[src/rtl/lirq_pkg.sv]
`timescale 1ns/1ps
package lirq_pkg;
  localparam int IDX_W = 8;
  localparam int LVT_N = 6;
  localparam int LVT_SEL_W = 3;

  localparam logic [IDX_W-1:0] IDX_ID    = 8'h00;
  localparam logic [IDX_W-1:0] IDX_VER   = 8'h01;
  localparam logic [IDX_W-1:0] IDX_SPUR  = 8'h08;
  localparam logic [IDX_W-1:0] IDX_ESR   = 8'h09;
  localparam logic [IDX_W-1:0] IDX_LVT0  = 8'h0C;
  localparam logic [IDX_W-1:0] IDX_STATE = 8'h15;

  localparam int FOCUS_BIT = 9;
  localparam int SWEN_BIT  = 8;
  localparam int STALE_BIT = 1;
  localparam int ARM_BIT   = 0;
  localparam int RO_BIT_A  = 12;
  localparam int RO_BIT_B  = 14;

  typedef enum logic [2:0] {
    SEL_ZERO, SEL_ID, SEL_VER, SEL_SPUR, SEL_ESR, SEL_LVT, SEL_STATE
  } rdSel_e;

  typedef struct packed {
    logic                 wrId;
    logic                 wrSpur;
    logic                 wrEsr;
    logic                 wrLvt;
    logic [LVT_SEL_W-1:0] lvtIdx;
    logic                 rdEn;
    logic                 rdEsr;
    rdSel_e               rdSel;
  } ctlStrobe_t;
endpackage

[src/rtl/lirq_ctrl.sv]
`timescale 1ns/1ps
module lirq_ctrl
  import lirq_pkg::*;
(
  input  logic             clk,
  input  logic             rstN,
  input  logic             wrEn,
  input  logic             rdEn,
  input  logic [IDX_W-1:0] regIdx,
  input  logic             wrFocus,
  output ctlStrobe_t       ctl,
  output logic             errPulse,
  output logic             warnPulse
);
  logic                 wrOk, rdOk, lvtHit, errNext, warnNext;
  logic [LVT_SEL_W-1:0] lvtSlot;
  rdSel_e               sel;

  always_comb begin
    lvtHit  = 1'b0;
    lvtSlot = '0;
    for (int k = 0; k < LVT_N; k++) begin
      if (regIdx == IDX_LVT0 + IDX_W'(k)) begin
        lvtHit  = 1'b1;
        lvtSlot = LVT_SEL_W'(k);
      end
    end
  end

  always_comb begin
    wrOk = 1'b0;
    rdOk = 1'b0;
    sel  = SEL_ZERO;
    case (regIdx)
      IDX_ID:    begin wrOk = 1'b1; rdOk = 1'b1; sel = SEL_ID;    end
      IDX_VER:   begin              rdOk = 1'b1; sel = SEL_VER;   end
      IDX_SPUR:  begin wrOk = 1'b1; rdOk = 1'b1; sel = SEL_SPUR;  end
      IDX_ESR:   begin wrOk = 1'b1; rdOk = 1'b1; sel = SEL_ESR;   end
      IDX_STATE: begin              rdOk = 1'b1; sel = SEL_STATE; end
      default: begin
        if (lvtHit) begin
          wrOk = 1'b1;
          rdOk = 1'b1;
          sel  = SEL_LVT;
        end
      end
    endcase
  end

  always_comb begin
    ctl        = '0;
    ctl.wrId   = wrEn && (regIdx == IDX_ID);
    ctl.wrSpur = wrEn && (regIdx == IDX_SPUR);
    ctl.wrEsr  = wrEn && (regIdx == IDX_ESR);
    ctl.wrLvt  = wrEn && lvtHit;
    ctl.lvtIdx = lvtSlot;
    ctl.rdEn   = rdEn;
    ctl.rdEsr  = rdEn && (regIdx == IDX_ESR);
    ctl.rdSel  = rdOk ? sel : SEL_ZERO;
    errNext    = (wrEn && !wrOk) || (rdEn && !rdOk);
    warnNext   = wrEn && (regIdx == IDX_SPUR) && wrFocus;
  end

  always_ff @(posedge clk or negedge rstN) begin
    if (!rstN) begin
      errPulse  <= 1'b0;
      warnPulse <= 1'b0;
    end else begin
      errPulse  <= errNext;
      warnPulse <= warnNext;
    end
  end

  assert_one_strobe: assert property (@(posedge clk) disable iff (!rstN)
    !(wrEn && rdEn));

  // an error pulse always follows a strobe
  assert_err_cause_R10: assert property (@(posedge clk) disable iff (!rstN)
    errPulse |-> $past(wrEn || rdEn));

  assert_warn_cause_R8: assert property (@(posedge clk) disable iff (!rstN)
    warnPulse |-> $past(wrEn && (regIdx == IDX_SPUR) && wrFocus));
endmodule

[src/rtl/lirq_datapath.sv]
`timescale 1ns/1ps
module lirq_datapath
  import lirq_pkg::*;
#(
  parameter int                DATA_W        = 64,
  parameter logic [DATA_W-1:0] VERSION_VALUE = DATA_W'(32'h0005_0014)
) (
  input  logic              clk,
  input  logic              rstN,
  input  ctlStrobe_t        ctl,
  input  logic [DATA_W-1:0] wrData,
  output logic [DATA_W-1:0] rdData
);
  localparam logic [DATA_W-1:0] RO_MASK =
    (DATA_W'(1) << RO_BIT_A) | (DATA_W'(1) << RO_BIT_B);
  localparam logic [DATA_W-1:0] STALE_MASK = DATA_W'(1) << STALE_BIT;
  localparam logic [DATA_W-1:0] SWEN_MASK  = DATA_W'(1) << SWEN_BIT;

  logic [DATA_W-1:0] idQ, spurQ, esrQ, stateQ, rdNext;
  logic [DATA_W-1:0] lvtQ [LVT_N];

  always_ff @(posedge clk or negedge rstN) begin
    if (!rstN) begin
      idQ   <= '0;
      spurQ <= '0;
    end else begin
      if (ctl.wrId)   idQ   <= wrData;
      if (ctl.wrSpur) spurQ <= wrData;
    end
  end

  always_ff @(posedge clk or negedge rstN) begin
    if (!rstN) begin
      stateQ <= '0;
      esrQ   <= '0;
    end else if (ctl.wrSpur) begin
      stateQ <= (stateQ & ~STALE_MASK) | (wrData & SWEN_MASK);
    end else if (ctl.wrEsr) begin
      if (stateQ[ARM_BIT]) begin
        stateQ[ARM_BIT] <= 1'b0;
        esrQ            <= '0;
      end else begin
        stateQ[ARM_BIT] <= 1'b1;
      end
    end else if (ctl.rdEsr) begin
      stateQ[ARM_BIT] <= 1'b0;
    end
  end

  for (genvar i = 0; i < LVT_N; i++) begin : g_lvt
    always_ff @(posedge clk or negedge rstN) begin
      if (!rstN) begin
        lvtQ[i] <= '0;
      end else if (ctl.wrLvt && (ctl.lvtIdx == LVT_SEL_W'(i))) begin
        lvtQ[i] <= (wrData & ~RO_MASK) | (lvtQ[i] & RO_MASK);
      end
    end

    assert_lvt_ro_R3: assert property (@(posedge clk) disable iff (!rstN)
      (ctl.wrLvt && (ctl.lvtIdx == LVT_SEL_W'(i))) |=>
        ((lvtQ[i] & RO_MASK) == ($past(lvtQ[i]) & RO_MASK)));
  end

  always_comb begin
    case (ctl.rdSel)
      SEL_ID:    rdNext = idQ;
      SEL_VER:   rdNext = VERSION_VALUE;
      SEL_SPUR:  rdNext = spurQ;
      SEL_ESR:   rdNext = esrQ;
      SEL_LVT:   rdNext = lvtQ[ctl.lvtIdx];
      SEL_STATE: rdNext = stateQ;
      default:   rdNext = '0;
    endcase
  end

  always_ff @(posedge clk or negedge rstN) begin
    if (!rstN)         rdData <= '0;
    else if (ctl.rdEn) rdData <= rdNext;
  end

  assert_esr_arm_R4: assert property (@(posedge clk) disable iff (!rstN)
    (ctl.wrEsr && !ctl.wrSpur && !stateQ[ARM_BIT]) |=>
      (stateQ[ARM_BIT] && $stable(esrQ)));

  assert_esr_clear_R5: assert property (@(posedge clk) disable iff (!rstN)
    (ctl.wrEsr && !ctl.wrSpur && stateQ[ARM_BIT]) |=>
      (!stateQ[ARM_BIT] && (esrQ == '0)));

  assert_esr_read_R6: assert property (@(posedge clk) disable iff (!rstN)
    (ctl.rdEsr && !ctl.wrEsr && !ctl.wrSpur) |=> !stateQ[ARM_BIT]);

  assert_spur_state_R7: assert property (@(posedge clk) disable iff (!rstN)
    ctl.wrSpur |=> (!stateQ[STALE_BIT] &&
      (stateQ[SWEN_BIT] == ($past(stateQ[SWEN_BIT]) | $past(wrData[SWEN_BIT])))));

  assert_read_hold_R2: assert property (@(posedge clk) disable iff (!rstN)
    !ctl.rdEn |=> $stable(rdData));
endmodule

[src/rtl/lirq_reg_filter.sv]
`timescale 1ns/1ps
module lirq_reg_filter
  import lirq_pkg::*;
#(
  parameter int                DATA_W        = 64,
  parameter logic [DATA_W-1:0] VERSION_VALUE = DATA_W'(32'h0005_0014)
) (
  input  logic              clk,
  input  logic              rstN,
  input  logic              wrEn,
  input  logic              rdEn,
  input  logic [IDX_W-1:0]  regIdx,
  input  logic [DATA_W-1:0] wrData,
  output logic [DATA_W-1:0] rdData,
  output logic              errPulse,
  output logic              warnPulse
);
  ctlStrobe_t ctl;

  lirq_ctrl u_ctrl (
    .clk       (clk),
    .rstN      (rstN),
    .wrEn      (wrEn),
    .rdEn      (rdEn),
    .regIdx    (regIdx),
    .wrFocus   (wrData[FOCUS_BIT]),
    .ctl       (ctl),
    .errPulse  (errPulse),
    .warnPulse (warnPulse)
  );

  lirq_datapath #(
    .DATA_W        (DATA_W),
    .VERSION_VALUE (VERSION_VALUE)
  ) u_dp (
    .clk    (clk),
    .rstN   (rstN),
    .ctl    (ctl),
    .wrData (wrData),
    .rdData (rdData)
  );
endmodule

[config.mk]
export PLATFORM = sky130hd
export DESIGN_NAME = lirq_reg_filter
export DESIGN_NICKNAME = d
export VERILOG_FILES = /design/src/rtl/lirq_pkg.sv /design/src/rtl/lirq_ctrl.sv /design/src/rtl/lirq_datapath.sv /design/src/rtl/lirq_reg_filter.sv
export SDC_FILE = /design/constraint.sdc
export NUM_CORES = 1
export LEC_CHECK = 0
export CORE_ASPECT_RATIO = 1.4
export CORE_UTILIZATION = 45
export CTS_CLUSTER_DIAMETER = 120
export DETAILED_ROUTE_END_ITERATION = 10
export DONT_BUFFER_PORTS = 1
export PLACE_DENSITY = 0.59
export SYNTH_ARGS = -nofsm -noshare
export SYNTH_HDL_FRONTEND = slang
export SYNTH_HIERARCHICAL = 1
export SYNTH_SLANG_ARGS = --single-unit
[constraint.sdc]
create_clock -name clk -period 1.88 [get_ports clk]
set_clock_uncertainty 0.1 [all_clocks]
set_input_delay 0.188 -clock clk [delete_from_list [all_inputs] [get_ports clk]]
set_output_delay 0.188 -clock clk [all_outputs]
set_load 0.02 [all_outputs]
==> metrics.md, run 1 <==
| Metric | Value |
|---|---|
| Vias in the first global route | `15804` |
| Drt via density | `5.73` |
| Minimum clock period | `1940 ps` |
| FF/Latch Area | `0.0142 mm2` |
| Initial detailed-routing violation count | `743` |
| RSZ-0062 raised after global routing | `yes` |
| Maximum vdd drop | `0.000756 V` |
| Routed WL per cell | `24.4 um` |
| Setup ws final | `-57.1 ps` |
| DR vias | `14704` |
| Critical Path Start Type | `input pin` |
| Placed Instances | `2380` |
| Placer congestion estimate | `0.779` |
| # port buffers | `0` |
| Netlist Area Pre-Place | `0.0252 mm2` |
| Status | `finished with violations` |
| Asr flop ratio synth | `100%` |
| Die width | `202 um` |
| Remaining global-route overflow | `0` |
| Critical Path AT | `2310 ps` |
| Sum Neg Setup Slack | `-1090 ps` |
| GRT met1 Usage | `30.1%` |
| CP peak stage delay | `530 ps` |
| Setup Crit Path Kind | `input pin to flop` |
| Die Ht | `282 um` |
| Pins over their slew limit | `352` |
| Area growth syn-to-layout | `20.0%` |
| Hold buffer count at CTS | `68` |
| Failing checks | `hold timing, slew limit, setup timing` |
| Post-synth top area share | `56.4%` |
| Top cells by area, synth | `dfrtp_1, mux2_2, mux4_2, mux2i_1, o221ai_1` |
| Top Ports | `142` |
| H-Tree Depth | `2` |
| Global-route wire length before repair | `97000 um` |
| Final hold vios | `570` |
| Met3 Usage GRT | `4.14%` |
| Post-Layout Cell Count | `2566` |
| Row cnt | `102` |
| Ys flop type | `dfrtp_1` |
| Tcrit/Tclk final | `103%` |
| Worst skew pair latency | `600 ps` |
| GRT Total Usage | `22.2%` |
| FILL cells | `4389` |
| Register area share after synthesis | `56.4%` |
| Min Hold Slack | `-820 ps` |
| Die area | `0.0569 mm2` |
| Largest net degree at the start of global routing | `569` |
| Final #Nets | `1866` |
| Residual DRC count | `0` |
| CP required | `2250 ps` |
| CTS tree | `done` |
| Maxcap violations | `0` |
| CP Cell Sequence | `or4b_4 -> o21ai_2 -> and3_4 -> buf_4 -> clkbuf_16 -> mux4_2 -> mux2i_1 -> o221ai_1` |
| Synth unique cells | `53` |
| Power density cells | `856 mW/mm2` |
| Bufs on Longest Clock Path | `3` |
| Busiest grt layer | `met2` |
| Slew @ Worst Pin | `2240 ps` |
| Area of the core | `0.0553 mm2` |
| Place WS | `-686 ps` |
| Initial antenna violation count | `4` |
| Buffer and inverter count on the worst path | `2` |
| Post-Synthesis Cells | `1643` |
| Post-route ant nets | `0` |
| Clk sinks | `568` |
| CTS root buf | `clkbuf_16` |
| CTS buffer count | `55` |
| Post-DP HPWL | `37700 um` |
| Area of the multi-input gates | `0.0107 mm2` |
| Synth Register Bits | `568` |
| Leak pwr | `0.0140 uW` |
| Share of cells above drive strength 1 | `47.5%` |
| Worst-path maximum fanout | `13` |
| EDFF count, synth | `0` |
| FMAX | `0.516 GHz` |
| Slowest-stage cell, CP | `or4b_4` |
| Slew headroom | `-49.2%` |
| Cell area after layout | `0.0302 mm2` |
| Post-Route WL | `62500 um` |
| Placed cell area | `0.0272 mm2` |
| Post-Synthesis Net Count | `1719` |
| Drt first pass iters | `5` |
| Cell taking the most area after synthesis | `dfrtp_1` |
| Crit end category | `flop` |
| Delay-heaviest family, CP | `simple AND/OR/NAND/NOR gates` |
| Syn_area_per_cell | `15.3 um2` |
| Starting Density | `45.6%` |
| GR Util met2 | `36.6%` |
| Synth warnings | `6` |
| Worst min path class | `input pin to async pin` |
| # setup viols final | `75` |
| Clock transition at path regs | `60 ps` |
==> final timing paths <==
path	startpoint	to	slack (ps)	cells after the start
max in group asynchronous	rstN	u_dp/spurQ[6]	720	0
hold / removal	rstN	u_dp/rdData[25]	-820	0
min in group clk	regIdx[0]	u_ctrl/errPulse	-250	2
setup reg to reg	u_dp/lvtQ[132]	u_dp/rdData[4]	170	3
setup / recovery	regIdx[1]	u_dp/rdData[27]	-60	8
hold reg to reg	u_dp/stateQ[8]	u_dp/stateQ[8]	370	1
==> per-stage QoR <==
step                total power [uW]  utilization, %
floorplan                      13900               -
global placement               14100            49.3
detailed placement             14100            49.3
CTS                            26200            54.1
global route                   26800            54.7
finish                         25900            54.7
==> flip-flops by register name, indices dropped and copies added, names as in the netlist <==
register,cells
u_ctrl/errPulse,1
u_dp/spurQ,64
u_dp/lvtQ,372
u_dp/stateQ,2
u_dp/idQ,64
u_ctrl/warnPulse,1
u_dp/rdData,64
==> layout make-up <==
class	instances	share of cell area, %
Clock buffer	84	5.52
Inverter	4	0.0497
Tap cell	728	3.01
Clock inverter	17	0.811
Timing Repair Buffer	210	8.25
Multi-Input combinational cell	951	35.3
Sequential cell	568	47.0
Antenna cell	4	0.0331
==> report_power, final <==
part / internal (uW) / switching (uW) / total, uW
registers: 12600 / 198 / 12800
logic: 835 / 579 / 1410
clock network: 6920 / 4730 / 11600
total: 20400 / 5500 / 25900
==> placed cells by master (no fill, tap or decap), types with 3 or more instances in the layout <==
master	Yosys	final
nand2_1	6	6
bufinv_16	0	6
mux4_2	62	62
mux2i_2	0	9
mux2_4	0	47
nor2b_1	11	11
dlygate4sd3_1	0	67
dfrtp_1	568	568
a221o_1	4	4
o221ai_1	59	58
inv_1	4	4
buf_12	0	49
clkbuf_8	0	14
a22o_1	4	4
mux2_2	534	501
mux2_1	34	20
buf_16	0	3
diode_2	0	4
nand2b_1	64	64
a22oi_1	59	58
clkbuf_16	0	59
nor2_1	8	7
mux2i_1	57	46
clkbuf_1	36	13
buf_6	11	9
buf_4	4	79
clkinv_2	0	8
==> repair_timing <==
item	in CTS	in global routing
cloned	0	2
setup buffers	6	5
resized for setup	6	55
endpoints found under the hold margin	1136	570
pin swaps	0	2
endpoints found under the setup margin	76	216
==> synthesized netlist by cell type, types with 2 or more instances <==
| cell | n |
|---|---|
| dfrtp_1 | 568 |
| mux2_2 | 534 |
| nand2b_1 | 64 |
| mux4_2 | 62 |
| a22oi_1 | 59 |
| o221ai_1 | 59 |
| buf_2 | 58 |
| mux2i_1 | 57 |
| clkbuf_1 | 36 |
| mux2_1 | 34 |
| buf_1 | 11 |
| buf_6 | 11 |
| nor2b_1 | 11 |
| nor2_1 | 8 |
| nand2_1 | 6 |
| a221o_1 | 4 |
| a22o_1 | 4 |
| buf_4 | 4 |
| inv_1 | 4 |
| nor4bb_1 | 4 |
| and3_1 | 3 |
| nor3_1 | 3 |
| a21o_1 | 2 |
| and3b_1 | 2 |
| and4_1 | 2 |
| and4b_1 | 2 |
| nand3_1 | 2 |
| o21ai_0 | 2 |
| o22ai_1 | 2 |
| or3_1 | 2 |
==> per-layer routing <==
| metal | routed length [um] | part of all wire [%] |
|---|---|---|
| met2 | 30700 | 49 |
| met4 | 1370 | 2.2 |
| met3 | 2760 | 4.4 |
| met5 | 0 | 0 |
| met1 | 27700 | 44 |
==> cell families after synthesis <==
family / Yosys count / synth area share, %
AOI/OAI and AO/OA: 142 / 4.56
muxes: 687 / 33.2
and+or+nand+nor: 121 / 3.27
DFF: 568 / 56.4
xor gates and xnor gates: 1 / 0.0348
buffers and inverters: 124 / 2.52
No activity file was read; power rests on OpenSTA's default activity.
==> run 2, diff against run 1 <==
Settings changed: CTS_BUF_LIST from default to sky130_fd_sc_hd__clkbuf_4 sky130_fd_sc_hd__clkbuf_8.
==> metrics.md, run 2 (synthesis gave the netlist of run 1 again) <==
| Metric | Value |
|---|---|
| Routed WL per cell | `24.9 um (+2.1%)` |
| Area growth syn-to-layout | `20.0% (about the same)` |
| Power density cells | `828 mW/mm2 (-3.3%)` |
| Worst min path class | `input pin to async pin` |
| Delay-heaviest family, CP | `simple AND/OR/NAND/NOR gates` |
| Worst skew pair latency | `670 ps (+70 ps)` |
| CTS buffer count | `88 (+60%)` |
| GRT Total Usage | `22.7% (+0.43 points)` |
| Die Ht | `282 um (unchanged)` |
| Bufs on Longest Clock Path | `3 (unchanged)` |
| Setup ws final | `-4.99 ps (+52.1 ps)` |
| Post-Route WL | `65600 um (+5.1%)` |
| Share of cells above drive strength 1 | `49.6% (+2.0 points)` |
| Core Util, Final | `54.7% (about the same)` |
| Remaining global-route overflow | `0 (unchanged)` |
| CTS tree | `done` |
| Largest register FFs | `372 (unchanged)` |
| Hold buffer count at CTS | `79 (+16%)` |
| Global-route wire length before repair | `98600 um (+1.7%)` |
| CTS root buf | `clkbuf_8` |
| # port buffers | `0 (unchanged)` |
| Worst-path maximum fanout | `8 (-5)` |
| Maximum vdd drop | `0.000649 V (-14%)` |
| Post-route ant nets | `0 (unchanged)` |
| Critical Path Start Type | `input pin` |
| Largest net degree at the start of global routing | `569 (unchanged)` |
| Area of the core | `0.0553 mm2 (unchanged)` |
| Critical Path AT | `2320 ps (about the same)` |
| CP peak stage delay | `530 ps (about the same)` |
| Vias in the first global route | `16252 (+2.8%)` |
| Drt via density | `5.73 (about the same)` |
| Row cnt | `102 (unchanged)` |
| Die width | `202 um (unchanged)` |
| CP required | `2310 ps (+60 ps)` |
| Tcrit/Tclk final | `100% (-2.8 points)` |
| Crit end category | `flop` |
| Cell mode on critical path | `buf_4` |
| Placed cell area | `0.0272 mm2 (unchanged)` |
| Clock transition at path regs | `60 ps (about the same)` |
| # setup viols final | `4 (-95%)` |
| Die area | `0.0569 mm2 (unchanged)` |
| Starting Density | `45.6% (unchanged)` |
| Initial detailed-routing violation count | `760 (+2.3%)` |
| Pins over their slew limit | `261 (-26%)` |
| DR vias | `15117 (+2.8%)` |
| CP Cell Sequence | `or4b_4 -> o21ai_2 -> and3_2 -> nor4bb_4 -> buf_4 -> buf_4 -> mux2_2` |
| Cell area after layout | `0.0302 mm2 (about the same)` |
| Setup Crit Path Kind | `input pin to flop` |
| Final #Nets | `1920 (+2.9%)` |
| Sum Neg Setup Slack | `-9.76 ps (+1080 ps)` |
| Minimum clock period | `1880 ps (-52.1 ps)` |
| Commonest non-fill, non-tap cell in the layout | `dfrtp_1` |
| Min Hold Slack | `-878 ps (-57.9 ps)` |
| Leak pwr | `0.0142 uW (+0.95%)` |
| Final hold vios | `568 (-0.35%)` |
| Buffer and inverter count on the worst path | `2 (unchanged)` |
| Post-DP HPWL | `37700 um (unchanged)` |
| Slew headroom | `-18.4% (+31 points)` |
| Most frequent cells in the layout | `dfrtp_1, mux2_2, clkbuf_8, buf_4, dlygate4sd3_1` |
| Biggest register | `u_dp/lvtQ` |
| Slowest-stage cell, CP | `or4b_4` |
| FMAX | `0.531 GHz (+2.8%)` |
| FILL cells | `4497 (+2.5%)` |
| Clk sinks | `568 (unchanged)` |
| Drt first pass iters | `5 (unchanged)` |
| RSZ-0062 raised after global routing | `yes` |
| Maxcap violations | `0 (unchanged)` |
| Placer congestion estimate | `0.779 (unchanged)` |
| Failing checks | `hold timing, slew limit, setup timing` |
| Residual DRC count | `0 (unchanged)` |
| Slew @ Worst Pin | `1780 ps (-462 ps)` |
| Top Ports | `142 (unchanged)` |
| Place WS | `-686 ps (unchanged)` |
| Initial antenna violation count | `4 (unchanged)` |
| H-Tree Depth | `3 (+1)` |
| Status | `finished with violations` |
## run 2: repair_timing
item / in CTS / in global routing
buffers inserted: 0 / 15
hold endpoints to repair: 1136 / 568
setup endpoints to repair: 0 / 204
gates resized for setup: 0 / 26
## run 2: power by group
group | switching (uW) | internal, uW | total (uW) | leakage (uW)
Clock | 4770 | 5990 | 10800 | 0.000980
Sequential | 200 | 12600 | 12800 | 0.00785
Combinational | 593 | 842 | 1440 | 0.00535
## run 2: metrics by stage
step                total power, uW  hold WS [ps]  std cells
floorplan                     13900          -208       1643
global placement              14100          -187       2380
detailed placement            14100          -183       2380
CTS                           25300          -915       2613
global route                  26100          -911       2640
finish                        25000          -878       2640
## run 2: layout make-up
class	instances	area [um2]	share of cell area (%)
Inverter	4	15.0	0.0497
Clock buffer	143	1750	5.79
Antenna cell	4	10.0	0.0331
Tap cell	728	911	3.01
Clock inverter	11	87.6	0.290
Multi-Input combinational cell	951	10500	34.9
Timing Repair Buffer	231	2700	8.93
Sequential cell	568	14200	47.0
## run 2: path summary, 6_finish.rpt
kind	depth (start not counted)	slack, ps	endpoint	startpoint
worst max-delay path	7	-5	u_dp/lvtQ[233]	regIdx[1]
worst min-delay path	0	-880	u_dp/rdData[25]	rstN
worst max register to register	3	160	u_dp/rdData[4]	u_dp/lvtQ[132]
worst min register to register	1	390	u_dp/lvtQ[104]	u_dp/lvtQ[104]
max in group asynchronous	0	1130	u_dp/lvtQ[180]	rstN
min in group clk	3	110	u_dp/lvtQ[191]	wrEn
## run 2: layer usage
layer  vias to the layer above  part of all wire, %  global-route usage, %  routed length, um
li1                       6562                    -                      -                  -
met1                      8153                   43                   30.0              28500
met2                       315                   50                   37.5              32500
met3                        87                  4.8                   4.61               3160
met4                         0                  2.2                   6.99               1480
met5                         -                    0                      0                  0
==> run 3, diff against run 2 <==
Settings changed: SYNTH_HIERARCHICAL 1 to default.
==> metrics.md, run 3 <==
| Metric | Value |
|---|---|
| Ys flop type | `dfrtp_1` |
| Maxcap violations | `0 (unchanged)` |
| Largest register FFs | `372 (unchanged)` |
| Worst-path maximum fanout | `14 (+6)` |
| Initial antenna violation count | `3 (-1)` |
| CP required | `2330 ps (+20 ps)` |
| Biggest register | `u_dp.lvtQ` |
| Starting Density | `45.6% (about the same)` |
| Asr flop ratio synth | `100% (unchanged)` |
| CTS root buf | `clkbuf_8` |
| Cell taking the most area after synthesis | `dfrtp_1` |
| Share of cells above drive strength 1 | `27.6% (-22 points)` |
| Maximum vdd drop | `0.000561 V (-13%)` |
| Bufs on Longest Clock Path | `3 (unchanged)` |
| Minimum clock period | `1880 ps (-6.07 ps)` |
| Die area | `0.0560 mm2 (-1.6%)` |
| Post-Route WL | `71800 um (+9.4%)` |
| Worst skew pair latency | `680 ps (about the same)` |
| Die width | `200 um (-0.81%)` |
| Logic pwr share | `7.1% (+1.4 points)` |
| Post-Synthesis Cells | `2025 (+23%)` |
| Critical Path Start Type | `input pin` |
| Drt first pass iters | `5 (unchanged)` |
| Netlist Area Pre-Place | `0.0248 mm2 (-1.6%)` |
| Reg-to-reg endpoint | `u_dp.rdData[3]` |
| Final hold vios | `568 (unchanged)` |
| Post-DP HPWL | `38800 um (+2.8%)` |
| Synth unique cells | `51 (-3.8%)` |
| Clk sinks | `568 (unchanged)` |
| Post-synth top cells | `dfrtp_1, mux2_2, nand2_1` |
| Worst r2r path cells | `5 (+2)` |
| Crit end category | `flop` |
| Slew @ Worst Pin | `3180 ps (+1400 ps)` |
| Final #Nets | `2593 (+35%)` |
| Slowest-stage cell, CP | `dlygate4sd3_1` |
| Residual DRC count | `0 (unchanged)` |
| Synth Register Bits | `568 (unchanged)` |
| Routed WL per cell | `21.7 um (-13%)` |
| Tcrit/Tclk final | `99.9% (-0.32 points)` |
| Pins over their slew limit | `385 (+48%)` |
| Area of the core | `0.0543 mm2 (-1.7%)` |
| Commonest non-fill, non-tap cell in the layout | `dfrtp_1` |
| Leak pwr | `0.0161 uW (+14%)` |
| DR vias | `18397 (+22%)` |
| Vias in the first global route | `20037 (+23%)` |
| Register area share after synthesis | `57.4% (+0.94 points)` |
| Failing checks | `hold timing, slew limit` |
| CTS buffer count | `91 (+3.4%)` |
| Area growth syn-to-layout | `32.9%` |
| Critical Path AT | `2330 ps (about the same)` |
| Global-route wire length before repair | `113000 um (+15%)` |
| FMAX | `0.532 GHz (+0.32%)` |
| # port buffers | `0 (unchanged)` |
| Top Ports | `142 (unchanged)` |
| Setup Crit Path Kind | `input pin to flop` |
| Part of the power in registers | `51.0% (-0.3 points)` |
| Cell mode on critical path | `buf_4` |
| EDFF count, synth | `0 (unchanged)` |
| Worst min path class | `input pin to async pin` |
| Top cells by area, synth | `dfrtp_1, mux2_2, mux2i_1, nand2_1, nor2_1` |
| Sw Pwr | `6050 uW (+8.7%)` |
| CP Cell Sequence | `or3_4 -> buf_4 -> nor2_4 -> nand4_4 -> dlygate4sd3_1 -> buf_4 -> mux2_2` |
| Switching Fraction | `23.4% (+1.1 points)` |
| Most frequent cell after synthesis | `dfrtp_1` |
| Remaining global-route overflow | `0 (unchanged)` |
| R2R Setup Slk | `160 ps (about the same)` |
| Power density cells | `786 mW/mm2 (-5.0%)` |
| Clock Power Share | `41.9% (-1.1 points)` |
| GRT Total Usage | `25.9% (+3.3 points)` |
| CTS tree | `done` |
| Largest net degree at the start of global routing | `569 (unchanged)` |
| Post-Synthesis Net Count | `2101 (+22%)` |
| Synth warnings | `0 (-6)` |
| Drt via density | `5.57 (-2.7%)` |
| Min Hold Slack | `-874 ps (+4.35 ps)` |
| Placer congestion estimate | `0.774 (-0.64%)` |
| # setup viols final | `0 (-4)` |
| Die Ht | `280 um (-0.82%)` |
| FILL cells | `4453 (-0.98%)` |
| Initial detailed-routing violation count | `1062 (+40%)` |
| Status | `finished with violations` |
| CP peak stage delay | `660 ps (+130 ps)` |
| Pint | `19800 uW (+2.0%)` |
| Syn_area_per_cell | `12.2 um2 (-20%)` |
| Design Power | `25900 uW (+3.5%)` |
| Post-synth top area share | `57.4% (+0.94 points)` |
| H-Tree Depth | `3 (unchanged)` |
| Post-route ant nets | `0 (unchanged)` |
| Clock transition at path regs | `60 ps (about the same)` |
| Row cnt | `101 (-0.98%)` |
| RSZ-0062 raised after global routing | `yes` |
| Slew headroom | `-112% (-93 points)` |
| FF-to-FF Start | `u_dp.lvtQ[131]` |
| Most frequent cells in the layout | `dfrtp_1, dlygate4sd3_1, mux2_2, nand2_1, nor2_1` |
==> run 3: cell count changes after synthesis, sizes merged, moves of 58 or more <==
cell    change
nand2b     -62
nand2     +199
mux2      -130
mux4       -62
nor2      +171
o21ai      +58
a221oi     +63
a21oi     +117
mux2i      +65
==> run 3: per-layer routing <==
| metal | part of all wire, % | GRT usage [%] | routed length, um |
|---|---|---|---|
| met1 | 41 | 31.4 | 29600 |
| met2 | 51 | 45.5 | 36600 |
| met3 | 5.0 | 4.87 | 3620 |
| met4 | 2.7 | 10.0 | 1970 |
| met5 | 0 | 0 | 0 |
==> run 3: area by class of cell <==
class                           instances  area (um2)  area share, %
Sequential cell                       568       14200           43.2
Multi-Input combinational cell       1311       10100           30.7
Timing Repair Buffer                  542        5860           17.8
Clock buffer                          147        1800           5.46
Tap cell                              721         902           2.74
Clock inverter                          7        50.0          0.152
Inverter                                3        11.3         0.0342
Antenna cell                            4        10.0         0.0304
==> run 3: metrics by stage <==
stage	setup TNS (ps)	util [%]	std cells	cell area [um2]	setup slack, ps
global placement	-14720	48.6	2687	26400	-246
floorplan	-2260	-	2025	25100	-64.0
finish	0	60.6	3303	32900	1.08
CTS	0	60.3	3288	32800	3.57
detailed placement	-26730	48.6	2687	26400	-193
global route	-10.9	60.6	3302	32900	-10.9
==> run 3: worst max-delay path by stage <==
stage               from              to  slack (ps)  depth (start not counted)
6_report       regIdx[6]  u_dp.lvtQ[166]           1                          7
5_1_grt        regIdx[6]  u_dp.spurQ[52]         -10                          8
4_1_cts        regIdx[6]    u_dp.idQ[49]           4                          6
3_5_place_dp   regIdx[6]   u_dp.spurQ[9]        -190                          6
3_3_place_gp   regIdx[6]   u_dp.spurQ[9]        -250                          6
2_1_floorplan  regIdx[6]    u_dp.idQ[29]         -60                          5
==> run 3: power by group through the flow <==
stage / clock, uW / sequential, uW / combinational, uW
2_1_floorplan: 0 / 13300 / 967
3_3_place_gp: 0 / 13400 / 1020
3_5_place_dp: 0 / 13400 / 1050
4_1_cts: 11100 / 13200 / 1790
5_1_grt: 11700 / 13300 / 2000
6_report: 10800 / 13200 / 1830
==> run 3: cell families after synthesis <==
kind of cell              Yosys count  share of synthesized area, %
DFF                               568                          57.4
and+or+nand+nor                   428                          7.18
AOI/OAI and AO/OA                 322                          8.05
xor gates and xnor gates            1                        0.0353
muxes                             560                          24.8
buffers and inverters             146                          2.54
==> run 3: repair_timing <==
item / 4_1_cts / 5_1_grt
gates resized for setup: 0 / 8
endpoints found under the setup margin: 0 / 151
setup buffers: 0 / 7
hold endpoints to repair: 1136 / 634
hold buffers: 447 / 2
==> run 3: critical path: cells and delay by family <==
| family | cells | cell delay (ps) |
|---|---|---|
| buf+inv | 3 | 1090 |
| simple gates | 3 | 740 |
| mux | 1 | 290 |
